`src/rtl/ifu_pkg.sv`:
```
package ifu_pkg;

  typedef enum logic [1:0] {
    KIND_BASE = 2'b00,
    KIND_RVC  = 2'b01,
    KIND_ERR  = 2'b10
  } fetchKindT;

  typedef enum logic [1:0] {
    ERR_NONE   = 2'b00,
    ERR_ALIGN  = 2'b01,
    ERR_XLAT   = 2'b10,
    ERR_ACCESS = 2'b11
  } errSrcT;

  typedef enum logic [2:0] {
    ST_IDLE,
    ST_XLAT_LO,
    ST_MEM_LO,
    ST_XLAT_HI,
    ST_MEM_HI
  } fetchStateT;

  typedef struct packed {
    logic      ldPc;
    logic      ldPaddr;
    logic      ldLo;
    logic      useHi;
    logic      finish;
    fetchKindT kind;
    errSrcT    errSrc;
  } ctrlStrobeT;

endpackage

```
`src/rtl/ifu_ctrl.sv`:
```
module ifu_ctrl
  import ifu_pkg::*;
(
  input  logic       clk,
  input  logic       rstN,
  input  logic       startReq,
  input  logic       misaligned,
  input  logic       loCompressed,
  input  logic       xlRspValid,
  input  logic       xlRspFault,
  input  logic       memRspValid,
  input  logic       memRspErr,
  output logic       xlReqValid,
  output logic       memReqValid,
  output logic       busy,
  output ctrlStrobeT strobe
);

  fetchStateT stateQ, stateD;

  always_ff @(posedge clk) begin
    if (!rstN) stateQ <= ST_IDLE;
    else       stateQ <= stateD;
  end

  always_comb begin
    stateD = stateQ;
    strobe = '{ldPc: 1'b0, ldPaddr: 1'b0, ldLo: 1'b0, useHi: 1'b0,
               finish: 1'b0, kind: KIND_BASE, errSrc: ERR_NONE};
    unique case (stateQ)
      ST_IDLE: begin
        if (startReq) begin
          if (misaligned) begin
            strobe.finish = 1'b1;
            strobe.kind   = KIND_ERR;
            strobe.errSrc = ERR_ALIGN;
          end else begin
            strobe.ldPc = 1'b1;
            stateD      = ST_XLAT_LO;
          end
        end
      end
      ST_XLAT_LO, ST_XLAT_HI: begin
        strobe.useHi = (stateQ == ST_XLAT_HI);
        if (xlRspValid) begin
          if (xlRspFault) begin
            strobe.finish = 1'b1;
            strobe.kind   = KIND_ERR;
            strobe.errSrc = ERR_XLAT;
            stateD        = ST_IDLE;
          end else begin
            strobe.ldPaddr = 1'b1;
            stateD = (stateQ == ST_XLAT_HI) ? ST_MEM_HI : ST_MEM_LO;
          end
        end
      end
      ST_MEM_LO: begin
        if (memRspValid) begin
          if (memRspErr) begin
            strobe.finish = 1'b1;
            strobe.kind   = KIND_ERR;
            strobe.errSrc = ERR_ACCESS;
            stateD        = ST_IDLE;
          end else if (loCompressed) begin
            strobe.finish = 1'b1;
            strobe.kind   = KIND_RVC;
            stateD        = ST_IDLE;
          end else begin
            strobe.ldLo = 1'b1;
            stateD      = ST_XLAT_HI;
          end
        end
      end
      ST_MEM_HI: begin
        strobe.useHi = 1'b1;
        if (memRspValid) begin
          strobe.finish = 1'b1;
          strobe.kind   = memRspErr ? KIND_ERR : KIND_BASE;
          strobe.errSrc = memRspErr ? ERR_ACCESS : ERR_NONE;
          stateD        = ST_IDLE;
        end
      end
      default: stateD = ST_IDLE;
    endcase
  end

  assign xlReqValid  = (stateQ == ST_XLAT_LO) || (stateQ == ST_XLAT_HI);
  assign memReqValid = (stateQ == ST_MEM_LO) || (stateQ == ST_MEM_HI);
  assign busy        = (stateQ != ST_IDLE);

  // Every read is preceded by a successful translation of its granule.
  assert_read_after_xlat_R3: assert property (@(posedge clk) disable iff (!rstN)
    $rose(memReqValid) |-> $past(xlReqValid && xlRspValid && !xlRspFault));

  // A second translation only ever follows a non-compressed lower granule.
  assert_hi_needs_base_R5: assert property (@(posedge clk) disable iff (!rstN)
    (stateQ == ST_XLAT_HI && $past(stateQ) == ST_MEM_LO)
      |-> $past(memRspValid && !memRspErr && !loCompressed));

  // While waiting with no response, nothing (including a new start) moves the FSM.
  assert_hold_while_busy_R10: assert property (@(posedge clk) disable iff (!rstN)
    (busy && !xlRspValid && !memRspValid) |=> $stable(stateQ));

  // Requests are held until answered.
  assert_xl_req_held_R11: assert property (@(posedge clk) disable iff (!rstN)
    (xlReqValid && !xlRspValid) |=> xlReqValid);

  assert_mem_req_held_R11: assert property (@(posedge clk) disable iff (!rstN)
    (memReqValid && !memRspValid) |=> memReqValid);

endmodule

```
`src/rtl/ifu_datapath.sv`:
```
module ifu_datapath
  import ifu_pkg::*;
#(
  parameter int XLEN           = 32,
  parameter int PADDR_W        = 32,
  parameter int CAUSE_W        = 5,
  parameter int CAUSE_MISALIGN = 0,
  parameter int CAUSE_ACCESS   = 1
) (
  input  logic               clk,
  input  logic               rstN,
  input  ctrlStrobeT         strobe,
  input  logic [XLEN-1:0]    startPc,
  input  logic               rvcEnable,
  input  logic [CAUSE_W-1:0] xlRspCause,
  input  logic [PADDR_W-1:0] xlRspPaddr,
  input  logic [15:0]        memRspData,
  output logic               misaligned,
  output logic               loCompressed,
  output logic [XLEN-1:0]    xlReqVaddr,
  output logic [PADDR_W-1:0] memReqAddr,
  output logic               doneValid,
  output logic [1:0]         doneKind,
  output logic [31:0]        doneInstr,
  output logic [CAUSE_W-1:0] doneCause,
  output logic [XLEN-1:0]    doneAddr
);

  localparam logic [XLEN-1:0]    GRANULE_BYTES = XLEN'(2);
  localparam logic [CAUSE_W-1:0] MISALIGN_CODE = CAUSE_W'(CAUSE_MISALIGN);
  localparam logic [CAUSE_W-1:0] ACCESS_CODE   = CAUSE_W'(CAUSE_ACCESS);

  logic [XLEN-1:0]    pcQ;
  logic [PADDR_W-1:0] paddrQ;
  logic [15:0]        loQ;
  logic [XLEN-1:0]    granuleVaddr;
  logic [CAUSE_W-1:0] causeSel;
  logic [31:0]        instrSel;
  logic [XLEN-1:0]    addrSel;

  assign misaligned   = startPc[0] | (startPc[1] & ~rvcEnable);
  assign loCompressed = (memRspData[1:0] != 2'b11);
  assign granuleVaddr = strobe.useHi ? (pcQ + GRANULE_BYTES) : pcQ;
  assign xlReqVaddr   = granuleVaddr;
  assign memReqAddr   = paddrQ;

  always_comb begin
    unique case (strobe.errSrc)
      ERR_ALIGN:  causeSel = MISALIGN_CODE;
      ERR_XLAT:   causeSel = xlRspCause;
      ERR_ACCESS: causeSel = ACCESS_CODE;
      default:    causeSel = '0;
    endcase
    unique case (strobe.kind)
      KIND_BASE: instrSel = {memRspData, loQ};
      KIND_RVC:  instrSel = {16'h0000, memRspData};
      default:   instrSel = '0;
    endcase
    if (strobe.errSrc == ERR_ALIGN)    addrSel = startPc;
    else if (strobe.kind == KIND_ERR)  addrSel = granuleVaddr;
    else                               addrSel = pcQ;
  end

  always_ff @(posedge clk) begin
    if (!rstN) begin
      pcQ       <= '0;
      paddrQ    <= '0;
      loQ       <= '0;
      doneValid <= 1'b0;
      doneKind  <= KIND_BASE;
      doneInstr <= '0;
      doneCause <= '0;
      doneAddr  <= '0;
    end else begin
      if (strobe.ldPc)    pcQ    <= startPc;
      if (strobe.ldPaddr) paddrQ <= xlRspPaddr;
      if (strobe.ldLo)    loQ    <= memRspData;
      doneValid <= strobe.finish;
      if (strobe.finish) begin
        doneKind  <= strobe.kind;
        doneInstr <= instrSel;
        doneCause <= causeSel;
        doneAddr  <= addrSel;
      end
    end
  end

  // Result encodings stay within the three defined kinds.
  assert_kind_legal_R9: assert property (@(posedge clk) disable iff (!rstN)
    doneValid |-> (doneKind != 2'b11));

  // A compressed result never carries a base-length marker.
  assert_rvc_marker_R4: assert property (@(posedge clk) disable iff (!rstN)
    (doneValid && doneKind == KIND_RVC) |-> (doneInstr[1:0] != 2'b11 && doneInstr[31:16] == 16'h0));

  // A base result always carries the base-length marker in its low half.
  assert_base_marker_R6: assert property (@(posedge clk) disable iff (!rstN)
    (doneValid && doneKind == KIND_BASE) |-> (doneInstr[1:0] == 2'b11));

  // The second translation targets the granule two bytes above the first.
  assert_hi_vaddr_R5: assert property (@(posedge clk) disable iff (!rstN)
    (strobe.useHi && $past(strobe.ldLo)) |-> (xlReqVaddr == $past(xlReqVaddr) + GRANULE_BYTES));

endmodule

```
`src/rtl/insn_fetch_unit.sv`:
```
module insn_fetch_unit
  import ifu_pkg::*;
#(
  parameter int XLEN           = 32,
  parameter int PADDR_W        = 32,
  parameter int CAUSE_W        = 5,
  parameter int CAUSE_MISALIGN = 0,
  parameter int CAUSE_ACCESS   = 1
) (
  input  logic               clk,
  input  logic               rstN,
  input  logic               startReq,
  input  logic [XLEN-1:0]    startPc,
  input  logic               rvcEnable,
  output logic               xlReqValid,
  output logic [XLEN-1:0]    xlReqVaddr,
  input  logic               xlRspValid,
  input  logic               xlRspFault,
  input  logic [CAUSE_W-1:0] xlRspCause,
  input  logic [PADDR_W-1:0] xlRspPaddr,
  output logic               memReqValid,
  output logic [PADDR_W-1:0] memReqAddr,
  input  logic               memRspValid,
  input  logic               memRspErr,
  input  logic [15:0]        memRspData,
  output logic               doneValid,
  output logic [1:0]         doneKind,
  output logic [31:0]        doneInstr,
  output logic [CAUSE_W-1:0] doneCause,
  output logic [XLEN-1:0]    doneAddr,
  output logic               busy
);

  ctrlStrobeT strobe;
  logic       misaligned;
  logic       loCompressed;

  ifu_ctrl u_ctrl (
    .clk          (clk),
    .rstN         (rstN),
    .startReq     (startReq),
    .misaligned   (misaligned),
    .loCompressed (loCompressed),
    .xlRspValid   (xlRspValid),
    .xlRspFault   (xlRspFault),
    .memRspValid  (memRspValid),
    .memRspErr    (memRspErr),
    .xlReqValid   (xlReqValid),
    .memReqValid  (memReqValid),
    .busy         (busy),
    .strobe       (strobe)
  );

  ifu_datapath #(
    .XLEN           (XLEN),
    .PADDR_W        (PADDR_W),
    .CAUSE_W        (CAUSE_W),
    .CAUSE_MISALIGN (CAUSE_MISALIGN),
    .CAUSE_ACCESS   (CAUSE_ACCESS)
  ) u_dp (
    .clk          (clk),
    .rstN         (rstN),
    .strobe       (strobe),
    .startPc      (startPc),
    .rvcEnable    (rvcEnable),
    .xlRspCause   (xlRspCause),
    .xlRspPaddr   (xlRspPaddr),
    .memRspData   (memRspData),
    .misaligned   (misaligned),
    .loCompressed (loCompressed),
    .xlReqVaddr   (xlReqVaddr),
    .memReqAddr   (memReqAddr),
    .doneValid    (doneValid),
    .doneKind     (doneKind),
    .doneInstr    (doneInstr),
    .doneCause    (doneCause),
    .doneAddr     (doneAddr)
  );

  // Addresses stay stable while a request waits for its response.
  assert_xl_addr_stable_R11: assert property (@(posedge clk) disable iff (!rstN)
    (xlReqValid && !xlRspValid) |=> $stable(xlReqVaddr));

  assert_mem_addr_stable_R11: assert property (@(posedge clk) disable iff (!rstN)
    (memReqValid && !memRspValid) |=> $stable(memReqAddr));

  // Requests never overlap: one granule operation at a time.
  assert_one_req_R3: assert property (@(posedge clk) disable iff (!rstN)
    $countones({xlReqValid, memReqValid}) <= 1);

endmodule

```
`config.mk`:
```
export PLATFORM = sky130hd
export DESIGN_NAME = insn_fetch_unit
export DESIGN_NICKNAME = d
export VERILOG_FILES = /design/src/rtl/ifu_pkg.sv /design/src/rtl/ifu_ctrl.sv /design/src/rtl/ifu_datapath.sv /design/src/rtl/insn_fetch_unit.sv
export SDC_FILE = /design/constraint.sdc
export NUM_CORES = 1
export LEC_CHECK = 0
export BUFFER_PORTS_ARGS = -buffer_cell sky130_fd_sc_hd__buf_2
export CAP_MARGIN = 20
export CORE_UTILIZATION = 44
export DETAILED_ROUTE_END_ITERATION = 7
export PLACE_DENSITY_LB_ADDON = 0.2
export SLEW_MARGIN = 0
export SYNTH_ARGS = -nofsm -noshare
export SYNTH_HDL_FRONTEND = slang
export SYNTH_SLANG_ARGS = --single-unit
```
`constraint.sdc`:
```
create_clock -name clk -period 3.7 [get_ports clk]
set_clock_uncertainty 0.05 [all_clocks]
set_input_delay 0.74 -clock clk [delete_from_list [all_inputs] [get_ports clk]]
set_output_delay 0.74 -clock clk [all_outputs]
set_load 0.05 [all_outputs]
```
Yosys cells after proc, flatten, opt, wreduce, memory -nomap -nowiden

Cells that the tools add are included.

Register bits after elaboration: 155
Bits in latches: 0
Memory bits (writable): 0
ROM bits: 0
Output and inout bits: 139
Word-level logic and storage cells: 72
Memories: 0

$add $sub $neg: 1
Multiply operators: 0
Div/mod/pow operators: 0
Order comparisons: 0
Equality and inequality tests: 15
Shift-type cells: 0
Mux-type cells: 37
Bitwise gates (word level): 3
Reduce and logical (&&, ||, !) cells: 7

Operators with widths:

| kind                  | number |
|---|---|
| $mux 32               | 3 |
| $pmux 32 s2           | 1 |
| $add 32x2->32 const B | 1 |
| $mux 3                | 10 |
| $mux 5                | 6 |
| $pmux 5 s4            | 1 |
| $ne 2x2->1 const B    | 6 |
| $pmux 3 s4            | 1 |
| $mux 1                | 10 |
| $pmux 5 s2            | 1 |
| $eq 2x2->1 const B    | 3 |
| $eq 3x2->1 const B    | 2 |
| $mux 2                | 3 |
| $reduce_and 5->1      | 1 |
| $eq 2x1->1 const B    | 2 |
| $eq 3x1->1 const B    | 1 |
| $eq 3x3->1 const B    | 1 |
| $logic_not 3->1       | 1 |
| $reduce_bool 3->1     | 1 |
| $logic_not 2->1       | 1 |
| $logic_or 1x1->1      | 2 |
| $pmux 1 s2            | 1 |
| $reduce_or 2->1       | 1 |
| $and 1x1->1           | 1 |
| 2 further kinds       | 2 |

Logic depth before layout (Yosys ltp)

Word-level depth: 9
Depth in mapped cells: 10
Depth with buffers taken out: 7

By module

Synthesis repeated with hierarchy kept, for this count alone.

Cells, all modules: 838
Area total of the unflattened synthesis: 7559.8 um^2

By module, submodules not included:

| module       | instances | cells each | area an instance (um^2) |
|---|---|---|---|
| ifu_datapath | 1         | 790        | 7190.6 |
| ifu_ctrl     | 1         | 48         | 369.1 |

Least setup slack after synthesis

Ideal clock, no wire load.

Path kind: flip-flop to output port
Start point: reg u_dp.pcQ[1]
End point: out xlReqVaddr[31]
Data arrival time: 2.622 ns
Required time: 2.910 ns
Path slack: 0.288 ns
Cell stages (with the launch flop): 8
Path buffers: 1
Cell sequence: dfxtp_1 ha_1 nand3_1 a2111oi_4 or4b_1 buf_2 nor2_1 xor2_1

Cells in the longest elaborated chain, start to end: 2

RTL lines:

| element                | line                  | source |
|---|---|---|
| from (decl)            | ifu_datapath.sv:33    | `logic [XLEN-1:0] pcQ;` |
| from (signal assigned) | ifu_datapath.sv:75    | `if (strobe.ldPc) pcQ <= startPc;` |
| $add 32x2->32          | ifu_datapath.sv:43    | `assign granuleVaddr = strobe.useHi ? (pcQ + GRANULE_BYTES) : pcQ;` |
| $mux 32                | ifu_datapath.sv:43    |  |
| to (decl)              | insn_fetch_unit.sv:16 | `output logic [XLEN-1:0] xlReqVaddr,` |

No other way between the ends.

Final worst setup path

Start point: reg u_dp.pcQ[4]
End point: out xlReqVaddr[27]

Same word-level chain as after synthesis.

==> impl_metrics.json <==
{
  "tightest_slew_ns": 0.7095,
  "dpl_worst_slack_ns": 0.3864,
  "ys_types": 61,
  "cts-root-buf": "clkbuf_16",
  "clk_pin_slew_worst_paths_ns": 0.06,
  "timing.rr.end": "u_dp.doneAddr[20]",
  "htreeDepth": 4,
  "clock-sinks": 155,
  "grt_overflow_total": 0,
  "intPower_mw": 2.934,
  "r2r_cells": 8,
  "reg2reg_from": "u_ctrl.stateQ[2]",
  "p_leak_nw": 3.728,
  "final_antenna_net_count": 0,
  "finalSetupViolCount": 0,
  "worstSetupStartpoint": "u_dp.pcQ[4]",
  "r2r_setup_slack_ns": 0.90,
  "num-nets-final": 1153,
  "grt_usage": 0.2519,
  "hold_viol_final": 0,
  "min_period_over_period": 0.9594,
  "critPathRequiredTime_ns": 2.91,
  "chipWidth_um": 127.3,
  "synth_top_area_cell": "dfxtp_1",
  "drt_wl_total_um": 20700,
  "synthTopCellsByArea": "dfxtp_1 45%, nand2_1 9.9%, a21oi_1 7.1%",
  "comb_power_share": 0.199,
  "ys_warn_count": 0,
  "min_path_cells": 2,
  "yosys-top-cells-count": "182 x nand2_1, 155 x dfxtp_1, 98 x a21oi_1, 82 x nor2_1, 58 x clkbuf_1",
  "io_pins": 232,
  "dieArea_um2": 16210,
  "routedWlPerCell_um": 16.12,
  "swShare": 0.3256,
  "power_density_nw_per_um2": 493.1,
  "final_area_um2": 8825,
  "synthToLayoutAreaGrowth_pct": 27.70,
  "routed-via-count": 7003,
  "synth_most_common_cell": "nand2_1",
  "drv_cap": 0,
  "die_h_um": 127.3,
  "grt_pass1_vias": 6338,
  "clk-insertion-delay-late_ns": 0.42,
  "crit_path_max_fanout": 9,
  "remaining_drc_errors": 0,
  "ctsHoldBuffers": 0,
  "timing.fmax_ghz": 0.2817,
  "worstPathCellList": "nand4_4 > a2111oi_4 > or4b_4 > nor2_1 > xor2_1 > buf_2",
  "synth_area_um2": 6910,
  "async_flop_share": 0,
  "antenna_found_initial": 1,
  "core_area_um2": 15260,
  "synth-edff-count": 0,
  "hold_end": "u_dp.memReqAddr[9]",
  "finish.utilization": 0.5784,
  "row_count": 45,
  "clockBufferDepth": 2,
  "tritoncts.num_buffers": 17,
  "dpl.hpwl_um": 14210,
  "ir_worst_vdd_mv": 0.3989,
  "firstDrtPassIters": 5,
  "gp_congestion": 0.8673,
  "cts_tree": "yes",
  "min_from": "u_dp.memReqAddr[9]",
  "max_stage_delay_ns": 0.57,
  "viasPerCell": 5.454,
  "grt_max_degree": 51,
  "initial_utilization": 0.4529,
  "worstSetupPathType": "reg2out",
  "hold_path.class": "reg2reg",
  "end_kind": "primary output",
  "p_seq_frac": 0.418,
  "period_minus_slack_ns": 3.550,
  "crit_slowest_cell": "or4b_4",
  "synthFlopType": "dfxtp_1",
  "drtIter0Drc": 598,
  "yosysSeqAreaShare": 0.4490,
  "maxSlewViolCount": 0,
  "synth.top_cell.area_share": 0.4490,
  "outcome": "finished, final reports clean",
  "drive_gt1_frac": 0.2820,
  "portBuffers": 231,
  "synthCells": 857,
  "worstPathArrival_ns": 2.76,
  "power_frac_clock": 0.383,
  "grt_pass1_wl_um": 32230,
  "setup_ws_ns": 0.1501,
  "placed_area_um2": 8223,
  "switchingPower_mw": 1.417,
  "start_kind": "flip-flop",
  "syn-num-nets": 951,
  "ys_ff_latch": 155,
  "maxSlewHeadroom": 0.5270,
  "syn_area_per_cell_um2": 8.063
}
-- worst max path at each step --
| stage | end |
|---|---|
| 2_1_floorplan | xlReqVaddr[31] |
| 3_3_place_gp | xlReqVaddr[27] |
| 3_5_place_dp | xlReqVaddr[27] |
| 4_1_cts | xlReqVaddr[27] |
| 5_1_grt | xlReqVaddr[31] |
| 6_report | xlReqVaddr[27] |
-- per-layer routing --
layer	vias to the layer above	wire length [um]	track usage
li1	3400	-	-
met1	3281	8998	0.3217
met2	290	9707	0.4121
met3	32	1577	0.06365
met4	0	417	0.08964
met5	-	0	0
-- flip-flops by register name (all words and copies together), names as in the netlist --
name             count
u_dp.pcQ            32
u_ctrl.stateQ        3
u_dp.doneValid       1
u_dp.memReqAddr     32
u_dp.loQ            16
u_dp.doneCause       5
u_dp.doneAddr       32
u_dp.doneInstr      32
u_dp.doneKind        2
-- logic make-up (layout without fill, tap and decap cells) --
kind of cell	after synthesis	count (layout)	synth area share
AOI/OAI and AO/OA	216	216	0.2077
xor gates and xnor gates	51	51	0.06464
adders and majority gates	1	1	0.001810
buffers and inverters	78	292	0.04545
DFF	155	155	0.4490
muxes	3	3	0.004527
other	0	2	0
and+or+nand+nor	353	353	0.2269
-- power groups by stage --
stage          combinational, mW  sequential, mW  clock [mW]
6_report                   0.867            1.82        1.67
5_1_grt                    0.924            1.83        1.77
3_3_place_gp               0.861            1.85           0
3_5_place_dp               0.864            1.85           0
2_1_floorplan              0.396            2.05           0
4_1_cts                    0.865            1.82        1.69
-- repair_timing --
item,4_1_cts,5_1_grt
pin swaps,1,2
resized for setup,1,3
endpoints found under the setup margin,2,5
buffers inserted,0,3
endpoints found under the hold margin,0,0
-- layout make-up --
cell class | count | area (um^2)
flip-flops and latches | 155 | 3104
repair buffers | 256 | 1344
well taps | 211 | 264.0
fillers | 1461 | 6434
clock buffers | 19 | 442.9
inverters | 5 | 21.27
multi-input cells | 624 | 3528
diodes | 2 | 5.005
clock inverters | 12 | 115.1
-- layout by cell type, fill, tap and decap left out, types with 14 or more instances in the layout --
master     count
buf_2        231
a21oi_1       98
buf_4         25
xor2_1        20
a222oi_1      17
nand2_1      182
nor2_1        81
xnor2_1       31
clkbuf_16     17
nor3_1        14
a22oi_1       33
nand3_1       25
dfxtp_1      154
-- worst max-delay path: cells and delay by family (launching register included) --
| family | cells | cell delay (ns) |
|---|---|---|
| buf+inv | 1 | 0.27 |
| xor+xnor | 1 | 0.15 |
| flops | 1 | 0.51 |
| compound gates | 1 | 0.47 |
| simple gates | 3 | 0.93 |
-- stage by stage --
stage / hold WS [ns] / power, mW / cells / setup TNS [ns]
floorplan: 0.3857 / 2.450 / 857 / 0
global placement: 0.3879 / 2.713 / 1248 / 0
detailed placement: 0.3930 / 2.718 / 1248 / 0
CTS: 0.4014 / 4.377 / 1279 / 0
global route: 0.4209 / 4.520 / 1282 / -0.0007687
finish: 0.3999 / 4.351 / 1284 / 0
Power figures use the tool's default switching activity.
